File: config.mk
export PLATFORM = sky130hd
export DESIGN_NAME = flash_busy_poller
export DESIGN_NICKNAME = d
export VERILOG_FILES = /design/src/rtl/fbp_pkg.sv /design/src/rtl/fbp_spi_byte.sv /design/src/rtl/fbp_timer.sv /design/src/rtl/flash_busy_poller.sv
export SDC_FILE = /design/constraint.sdc
export NUM_CORES = 1
export LEC_CHECK = 0
export ABC_AREA = 1
export CORE_MARGIN = 5
export CORE_UTILIZATION = 54
export CTS_BUF_LIST = sky130_fd_sc_hd__clkbuf_8 sky130_fd_sc_hd__clkbuf_16
export DETAILED_ROUTE_END_ITERATION = 6
export DONT_BUFFER_PORTS = 1
export PLACE_DENSITY = 0.69
export SLEW_MARGIN = 20
export SYNTH_ARGS = -nofsm -noshare
export SYNTH_HDL_FRONTEND = slang
export SYNTH_SLANG_ARGS = --single-unit
File: constraint.sdc
create_clock -name clk -period 5.1 [get_ports clk]
set_clock_uncertainty 0.15 [all_clocks]
set_input_delay 0.51 -clock clk [delete_from_list [all_inputs] [get_ports clk]]
set_output_delay 0.51 -clock clk [all_outputs]
set_load 0.01 [all_outputs]
File: src/rtl/fbp_pkg.sv
package fbp_pkg;

    typedef enum logic [2:0] {
        ST_IDLE,
        ST_CMD,
        ST_GAP,
        ST_POLL,
        ST_EVAL
    } fbp_state_e;

    localparam logic [7:0] POLL_OPCODE = 8'hD7;
    localparam int         READY_BIT   = 7;
    localparam int         CMP_BIT     = 6;

endpackage

File: src/rtl/fbp_spi_byte.sv
module fbp_spi_byte #(
    parameter int HALF = 4
) (
    input  logic       clk,
    input  logic       rst_n,
    input  logic       start_i,
    input  logic [7:0] tx_i,
    input  logic       miso_i,
    output logic       sclk_o,
    output logic       mosi_o,
    output logic       last_o,
    output logic [7:0] rx_o
);
    localparam int HW = (HALF > 1) ? $clog2(HALF) : 1;
    localparam logic [HW-1:0] HLOAD = HW'(HALF - 1);

    typedef struct packed {
        logic          active;
        logic          phase;
        logic [HW-1:0] hcnt;
        logic [2:0]    bidx;
        logic [7:0]    tx;
        logic [7:0]    rx;
    } eng_t;

    eng_t r_q, r_d;
    logic last;

    always_comb begin
        r_d  = r_q;
        last = r_q.active && r_q.phase && (r_q.hcnt == '0) && (r_q.bidx == 3'd0);
        if (r_q.active) begin
            if (r_q.hcnt != '0) begin
                r_d.hcnt = r_q.hcnt - HW'(1);
            end else if (!r_q.phase) begin
                r_d.phase = 1'b1;
                r_d.hcnt  = HLOAD;
                r_d.rx    = {r_q.rx[6:0], miso_i};
            end else if (r_q.bidx != 3'd0) begin
                r_d.phase = 1'b0;
                r_d.hcnt  = HLOAD;
                r_d.bidx  = r_q.bidx - 3'd1;
                r_d.tx    = {r_q.tx[6:0], 1'b0};
            end else begin
                r_d.active = 1'b0;
            end
        end
        if (start_i && (!r_q.active || last)) begin
            r_d.active = 1'b1;
            r_d.phase  = 1'b0;
            r_d.hcnt   = HLOAD;
            r_d.bidx   = 3'd7;
            r_d.tx     = tx_i;
        end
    end

    always_ff @(posedge clk or negedge rst_n) begin
        if (!rst_n) r_q <= '0;
        else        r_q <= r_d;
    end

    assign sclk_o = r_q.active & r_q.phase;
    assign mosi_o = r_q.active & r_q.tx[7];
    assign last_o = last;
    assign rx_o   = r_q.rx;
endmodule

File: src/rtl/fbp_timer.sv
module fbp_timer #(
    parameter int W = 24
) (
    input  logic         clk,
    input  logic         rst_n,
    input  logic         load_i,
    input  logic [W-1:0] limit_i,
    output logic         expired_o
);
    logic [W-1:0] cnt_q, cnt_d;

    always_comb begin
        if (load_i)              cnt_d = limit_i;
        else if (cnt_q != '0)    cnt_d = cnt_q - W'(1);
        else                     cnt_d = cnt_q;
    end

    always_ff @(posedge clk or negedge rst_n) begin
        if (!rst_n) cnt_q <= '0;
        else        cnt_q <= cnt_d;
    end

    assign expired_o = (cnt_q == '0);
endmodule

File: src/rtl/flash_busy_poller.sv
module flash_busy_poller
    import fbp_pkg::*;
#(
    parameter int SCLK_HALF = 4,
    parameter int GAP_W     = 8,
    parameter int TMR_W     = 24
) (
    input  logic             clk,
    input  logic             rst_n,
    input  logic             req_valid,
    input  logic [7:0]       req_opcode,
    input  logic [23:0]      req_addr,
    input  logic             req_has_addr,
    input  logic [GAP_W-1:0] req_gap,
    input  logic [TMR_W-1:0] req_limit,
    output logic             busy,
    output logic             done,
    output logic             timed_out,
    output logic             cmp_result,
    output logic [7:0]       poll_status,
    output logic             spi_sclk,
    output logic             spi_cs_n,
    output logic             spi_mosi,
    input  logic             spi_miso
);
    typedef struct packed {
        fbp_state_e       state;
        logic             cs_n;
        logic [1:0]       idx;
        logic [7:0]       op;
        logic [23:0]      addr;
        logic             has_addr;
        logic [GAP_W-1:0] gap;
        logic [GAP_W-1:0] gap_cnt;
        logic [TMR_W-1:0] limit;
        logic [7:0]       status;
        logic [7:0]       res_status;
        logic             timed_out;
        logic             done;
    } ctl_t;

    localparam ctl_t CTL_RESET = '{
        state:      ST_IDLE,
        cs_n:       1'b1,
        idx:        '0,
        op:         '0,
        addr:       '0,
        has_addr:   1'b0,
        gap:        '0,
        gap_cnt:    '0,
        limit:      '0,
        status:     '0,
        res_status: '0,
        timed_out:  1'b0,
        done:       1'b0
    };

    ctl_t r_q, r_d;

    logic       eng_start;
    logic [7:0] eng_tx;
    logic       eng_last;
    logic [7:0] eng_rx;
    logic       tmr_load;
    logic       tmr_expired;
    logic [1:0] last_idx;

    fbp_spi_byte #(.HALF(SCLK_HALF)) u_eng (
        .clk     (clk),
        .rst_n   (rst_n),
        .start_i (eng_start),
        .tx_i    (eng_tx),
        .miso_i  (spi_miso),
        .sclk_o  (spi_sclk),
        .mosi_o  (spi_mosi),
        .last_o  (eng_last),
        .rx_o    (eng_rx)
    );

    fbp_timer #(.W(TMR_W)) u_tmr (
        .clk       (clk),
        .rst_n     (rst_n),
        .load_i    (tmr_load),
        .limit_i   (r_q.limit),
        .expired_o (tmr_expired)
    );

    function automatic logic [7:0] cmd_byte(input logic [1:0] i, input logic [7:0] op,
                                            input logic [23:0] a);
        case (i)
            2'd1:    return a[23:16];
            2'd2:    return a[15:8];
            2'd3:    return a[7:0];
            default: return op;
        endcase
    endfunction

    assign last_idx = r_q.has_addr ? 2'd3 : 2'd0;

    always_comb begin
        r_d       = r_q;
        r_d.done  = 1'b0;
        eng_start = 1'b0;
        eng_tx    = 8'h00;
        tmr_load  = 1'b0;
        unique case (r_q.state)
            ST_IDLE: begin
                if (req_valid) begin
                    r_d.op       = req_opcode;
                    r_d.addr     = req_addr;
                    r_d.has_addr = req_has_addr;
                    r_d.gap      = req_gap;
                    r_d.limit    = req_limit;
                    r_d.idx      = 2'd0;
                    r_d.cs_n     = 1'b0;
                    r_d.state    = ST_CMD;
                    eng_start    = 1'b1;
                    eng_tx       = req_opcode;
                end
            end
            ST_CMD: begin
                if (eng_last) begin
                    if (r_q.idx == last_idx) begin
                        r_d.state   = ST_GAP;
                        r_d.cs_n    = 1'b1;
                        r_d.gap_cnt = r_q.gap;
                        tmr_load    = 1'b1;
                    end else begin
                        r_d.idx   = r_q.idx + 2'd1;
                        eng_start = 1'b1;
                        eng_tx    = cmd_byte(r_q.idx + 2'd1, r_q.op, r_q.addr);
                    end
                end
            end
            ST_GAP: begin
                if (r_q.gap_cnt <= GAP_W'(1)) begin
                    r_d.state = ST_POLL;
                    r_d.cs_n  = 1'b0;
                    r_d.idx   = 2'd0;
                    eng_start = 1'b1;
                    eng_tx    = POLL_OPCODE;
                end else begin
                    r_d.gap_cnt = r_q.gap_cnt - GAP_W'(1);
                end
            end
            ST_POLL: begin
                if (eng_last) begin
                    if (r_q.idx == 2'd0) begin
                        r_d.idx   = 2'd1;
                        eng_start = 1'b1;
                        eng_tx    = 8'h00;
                    end else begin
                        r_d.status = eng_rx;
                        r_d.cs_n   = 1'b1;
                        r_d.state  = ST_EVAL;
                    end
                end
            end
            ST_EVAL: begin
                if (r_q.status[READY_BIT] || tmr_expired) begin
                    r_d.state      = ST_IDLE;
                    r_d.done       = 1'b1;
                    r_d.timed_out  = !r_q.status[READY_BIT];
                    r_d.res_status = r_q.status;
                end else begin
                    r_d.state   = ST_GAP;
                    r_d.gap_cnt = r_q.gap;
                end
            end
            default: r_d = CTL_RESET;
        endcase
    end

    always_ff @(posedge clk or negedge rst_n) begin
        if (!rst_n) r_q <= CTL_RESET;
        else        r_q <= r_d;
    end

    assign busy        = (r_q.state != ST_IDLE);
    assign done        = r_q.done;
    assign timed_out   = r_q.timed_out;
    assign poll_status = r_q.res_status;
    assign cmp_result  = r_q.res_status[CMP_BIT];
    assign spi_cs_n    = r_q.cs_n;
endmodule

==> results.yml, run 1 <==
place:
  dpl.hpwl_microns: 10700
  gp_congestion: 0.887
  port_buffers: 0
die:
  dieWidth_microns: 125
  ios: 84
  die-area_sq_mm: 0.0157
  start_util_pct: 54.6
  die_y_microns: 125
  core_area_sq_mm: 0.0131
  rows: 42
routing:
  firstDrtPassIters: 5
  postRouteWirelength_microns: 15400
  ant_nets: 0
  vias: 5669
  post_drt_wl_per_cell_microns: 13.9
  route.detailed.drc: 0
  vias_per_cell: 5.13
  drtIter0Drc: 364
final_layout:
  nets: 995
  final_layout_size_suffix_gt1_share_pct: 7.10
  syn_to_final_growth_pct: 8.94
  nFillCells: 1235
  utilization_pct: 59.5
  antennaDiodeCount: 0
  final_cell_mix: "nand2_1, dfrtp_1, inv_1"
  final_common_cell: "nand2_1"
min_path:
  hold_class: "input port to flop"
global_routing:
  met3_usage_pct: 5.80
  grt_use_met1_pct: 26.2
  grt_max_degree: 145
  grt_use_total_pct: 20.6
  grt_pass1_wl_microns: 26400
  met2_usage_pct: 33.7
  grt_pass1_vias: 5558
  antenna_found_initial: 0
  top_usage_layer: "met2"
  grt_overflow: 0
clock_network:
  cts_tree: "done"
  htree_levels: 4
  clockRootBuffer: "clkbuf_16"
  clk_latency_ps: 420
  path_clk_slew_ps: 60
  clock-sinks: 144
  max-clock-path-buffers: 2
  postCtsSetupBuffers: 0
  numCtsBuffers: 17
critical_path:
  cp_data_arrival_time_ps: 3280
  slowest_stage: "clkinv_2"
  crit_chain: "inv_2 -> nand3_2 -> clkinv_2 -> a21oi_2 -> nand2_1 -> nand2_1 -> o221ai_1"
  cp-end-kind: "flop"
  cpMostUsedCell: "nand2_1"
  cp.required_ps: 5210
  path_max_fanout: 64
  path_class: "flop to flop"
  start_kind: "flop"
  cp_slowest_stage_delay_ps: 690
pwr:
  ir_drop_mv: 0.391
  powerDensity_mw_per_mm2: 515
  p_leak_uw: 0.00401
synth:
  avgSynthCellArea_sq_um: 7.73
  ys_seq_area_share_pct: 50.2
  ys_async_sr_fraction_pct: 100
  yosys_most_used_dff: "dfrtp_1"
  syn-cell-area_sq_mm: 0.00718
  synth_cells: 929
  synth.ff_latch_count: 144
  yosysWarnings: 0
  ys_types: 38
  synth_edf_count: 0
  syn_nets: 1006
sta:
  worst_pin_slew_ps: 875
  max_slew_margin_pct: 41.6
  setup_violations: 0
  fin_tns_setup_ps: 0
  fin_crit_ps: 3180
  period_share_pct: 62.3
  max_freq_mhz: 315
  slew_viol_final: 0
  hold_viol: 0
  grt_setup_unrepaired: "false"
run_status:
  status: "complete, no violations"
job:
  cap_violations: 0
-- Yosys cell counts (2+ instances only) --
library cell	n	area [sq um]
a21oi_1	17	85.1
a22oi_1	2	15.0
buf_2	5	25.0
buf_4	11	82.6
buf_6	6	67.6
clkbuf_1	12	45.0
clkinv_1	3	11.3
dfrtp_1	143	3580
ha_1	8	100
inv_1	120	450
inv_2	9	33.8
nand2_1	293	1100
nand2_2	4	25.0
nand3_1	57	285
nand3_2	3	30.0
nand4_1	4	25.0
nor2_1	68	255
nor2_2	7	43.8
nor3_1	6	30.0
o21ai_0	42	210
o21ai_1	70	350
o22ai_1	7	43.8
or2_2	3	18.8
xnor2_1	7	61.3
xor2_1	9	78.8
-- through the flow --
stage               setup slack (ps)  area [sq um]  hold WS [ps]  std cells  power [uW]
floorplan                       3290          7180          64.4        929        2620
global placement                2210          7200          68.9       1073        2790
detailed placement              2100          7200          68.6       1073        2830
CTS                             2070          7820          43.0       1106        4070
global route                    1500          7820          55.1       1106        4340
finish                          1920          7820          60.3       1106        4030
-- layer usage --
metal / up-vias / part of all wire, % / wire (microns)
li1: 2886 / - / -
met4: 0 / 2.1 / 327
met5: - / 0 / 0
met3: 23 / 4.8 / 740
met1: 2641 / 45 / 6960
met2: 119 / 48 / 7360
-- registers in the layout, summed over array words and instances (netlist names) --
register and count:
timed_out 1, spi_cs_n 1, u_eng.rx_o 8, done 1
u_eng.r_q 15, poll_status 8, u_tmr.cnt_q 24, r_q 86
-- layout make-up --
cell class,instances,area [sq um],share of cell area [%]
inverter,133,502,6.42
clock buffer,18,439,5.62
clock inverter,13,140,1.79
multi-input combinational,618,2860,36.6
tap,176,220,2.82
timing repair buffer,4,52.6,0.672
sequential,144,3600,46.1
-- cell families after synthesis --
group / count (synthesis) / synth area share (%)
adders and majority gates: 8 / 1.39
DFF: 144 / 50.2
xor gates and xnor gates: 16 / 1.95
AOI/OAI and AO/OA: 144 / 10.5
buffers and inverters: 167 / 10.0
and+or+nand+nor: 450 / 25.9
-- power breakdown --
group | internal [uW] | total [uW] | leakage [uW] | switching [uW]
registers | 1400 | 1570 | 0.00190 | 162
logic | 372 | 1260 | 0.00183 | 892
clock network | 729 | 1200 | 0.000274 | 470
total | 2510 | 4030 | 0.00401 | 1520
-- worst paths after layout --
path | start | end | slack, ps | cells past startpoint
worst max-delay path | r_q[94] | u_eng.r_q[20] | 1920 | 7
worst min-delay path | req_addr[2] | r_q[61] | 60 | 2
worst max register to register | r_q[94] | u_eng.r_q[20] | 1920 | 7
worst min register to register | r_q[17] | r_q[17] | 320 | 2
max in group asynchronous | rst_n | u_tmr.cnt_q[23] | 3610 | 2
min in group asynchronous | rst_n | r_q[62] | 590 | 2
-- repair_timing --
action	in CTS	in global routing
endpoints found under the hold margin	144	0
hold buffers	2	0
gates resized for setup	0	0
-- worst max-delay path: cells and delay by family (launching register included) --
family	cells	cell delay, ps
AO/OA/AOI/OAI	2	660
AND/OR/NAND/NOR	3	920
buffers and inverters	2	770
flip-flops	1	520
No activity file was read; power rests on OpenSTA's default activity.
==> run 2: changes to the inputs <==
PLACE_DENSITY = 0.72   (was 0.69)
clock period = 2.9 ns   (was 5.1 ns; I/O delays follow)
==> results.yml, run 2 (synthesized netlist as in run 1, its figures left out) <==
routing:
  routed.top_layer: "met4"
  vias_per_cell: 5.02
  vias: 5902
  firstDrtPassIters: 5
  post_drt_wl_per_cell_microns: 14.0
  ant_nets: 0
  drtIter0Drc: 401
  postRouteWirelength_microns: 16400
  met3_length_microns: 661
  dr_wl_met2_microns: 8380
  wl_met1_microns: 7100
  route.detailed.drc: 0
sta:
  grt_setup_unrepaired: "false"
  fin_tns_setup_ps: 0
  fin_crit_ps: 2520
  worst_slack_ps: 383
  max_freq_mhz: 397
  hold_ws_ps: -575
  worst_pin_slew_ps: 644
  hold_viol: 144
  setup_violations: 0
  period_share_pct: 86.8
  slew_viol_final: 0
  max_slew_margin_pct: 57.1
final_layout:
  antennaDiodeCount: 0
  nets: 1063
  syn_to_final_growth_pct: 18.7
  top_register: "r_q"
  final_cell_mix: "nand2_1, dfrtp_1, inv_1"
  final_common_cell: "nand2_1"
  final_layout_size_suffix_gt1_share_pct: 6.71
  reg.largest.list: "r_q x86, u_tmr.cnt_q x24, u_eng.r_q x15"
  final_cell_area_sq_mm: 0.00852
  largest_reg_flops: 86
  nFillCells: 1103
pwr:
  power_uw: 7320
  combinationalPowerShare_pct: 31.3
  power_frac_seq_pct: 37.7
  clkPwrFrac_pct: 31.0
  ir_drop_mv: 0.550
  p_leak_uw: 0.00431
  switching_share_pct: 36.9
  switchingPower_uw: 2700
  powerDensity_mw_per_mm2: 859
  p_int_uw: 4620
critical_path:
  path_class: "flop to flop"
  cp_data_arrival_time_ps: 2670
  path_max_fanout: 20
  rrSetupSlack_ps: 380
  r2r_cells: 9
  cp.required_ps: 3050
  start_kind: "flop"
  cp-end-kind: "flop"
clock_network:
  cts_tree: "done"
  path_clk_slew_ps: 60
  ctsHoldBuffers: 68
  max-clock-path-buffers: 2
  cts_resized: 0
  clockRootBuffer: "clkbuf_16"
  clock-sinks: 144
  htree_levels: 4
  clk_latency_ps: 420
  numCtsBuffers: 17
global_routing:
  antenna_found_initial: 0
  grt_max_degree: 145
  grt_overflow: 0
  grt_use_total_pct: 22.0
  grt_pass1_wl_microns: 28400
  grt_pass1_vias: 6027
die:
  die_y_microns: 125
  rows: 42
  ios: 84
  start_util_pct: 54.6
  dieWidth_microns: 125
  core_area_sq_mm: 0.0131
  die-area_sq_mm: 0.0157
place:
  dpl_worst_slack_ps: 426
  dpl.hpwl_microns: 10800
  gp_congestion: 0.898
  port_buffers: 0
  placed_area_sq_mm: 0.00722
min_path:
  hold_class: "input port to async pin"
run_status:
  violations: "hold timing"
  status: "complete, but fails checks"
job:
  cap_violations: 0
run 2: changes by cell type in the layout (fill, tap and decap cells not counted):
cell / before / now
buf_4: 2 / 4
buf_16: 1 / 0
inv_2: 8 / 9
bufinv_16: 2 / 3
clkinv_2: 5 / 1
dlygate4sd3_1: 1 / 68
inv_1: 120 / 121
clkbuf_8: 1 / 3
run 2: metal layers:
| layer | vias to the layer above | global-route usage, % |
|---|---|---|
| met4 | 0 | 7.27 |
| met1 | 2746 | 26.8 |
| met3 | 22 | 5.46 |
| li1 | 3017 | - |
| met5 | - | 0 |
| met2 | 117 | 38.5 |
run 2: per-stage QoR:
| step | hold slack, ps | std cells | utilization [%] |
|---|---|---|---|
| final | -575 | 1175 | 64.9 |
| after global routing | -604 | 1175 | 64.9 |
| after CTS | -592 | 1175 | 64.9 |
| after detailed placement | -147 | 1075 | 54.9 |
| after global placement | -148 | 1075 | 54.9 |
| after floorplan | -156 | 929 | - |
run 2: final cells by class:
cell class	count	area (sq um)	share of cell area (%)
Sequential cell	144	3600	42.3
Clock inverter	12	159	1.86
Inverter	133	500	5.87
Timing Repair Buffer	72	711	8.34
Tap cell	176	220	2.58
Clock buffer	20	467	5.48
Multi-Input combinational cell	618	2860	33.6
run 2: timing repair:
| item | 4_1_cts | 5_1_grt |
|---|---|---|
| endpoints found under the setup margin | 0 | 0 |
| buffers inserted | 0 | 0 |
| endpoints found under the hold margin | 210 | 144 |
run 2: path summary, 6_finish.rpt:
check | end | startpoint
setup / recovery | u_eng.r_q[15] | r_q[91]
hold / removal | r_q[39] | rst_n
setup reg to reg | u_eng.r_q[15] | r_q[91]
hold reg to reg | r_q[17] | r_q[17]
max in group asynchronous | spi_cs_n | rst_n
min in group clk | r_q[94] | req_valid
run 2: power by group through the flow:
stage / clock network (uW) / logic (uW) / registers [uW]
2_1_floorplan: 0 / 1920 / 2690
3_3_place_gp: 0 / 2150 / 2780
3_5_place_dp: 0 / 2190 / 2790
4_1_cts: 2290 / 2300 / 2760
5_1_grt: 2410 / 2600 / 2810
6_report: 2270 / 2290 / 2760
run 2: worst max-delay path, cell delays in order, from the launching register on:
cell and delay [ps]:
dfrtp_1 430, inv_1 130, ha_1 410, nand2_1 160, nand2_1 90, nand2_1 40
nand2_1 250, nand2_1 440, nand3_1 210, nand2_1 80
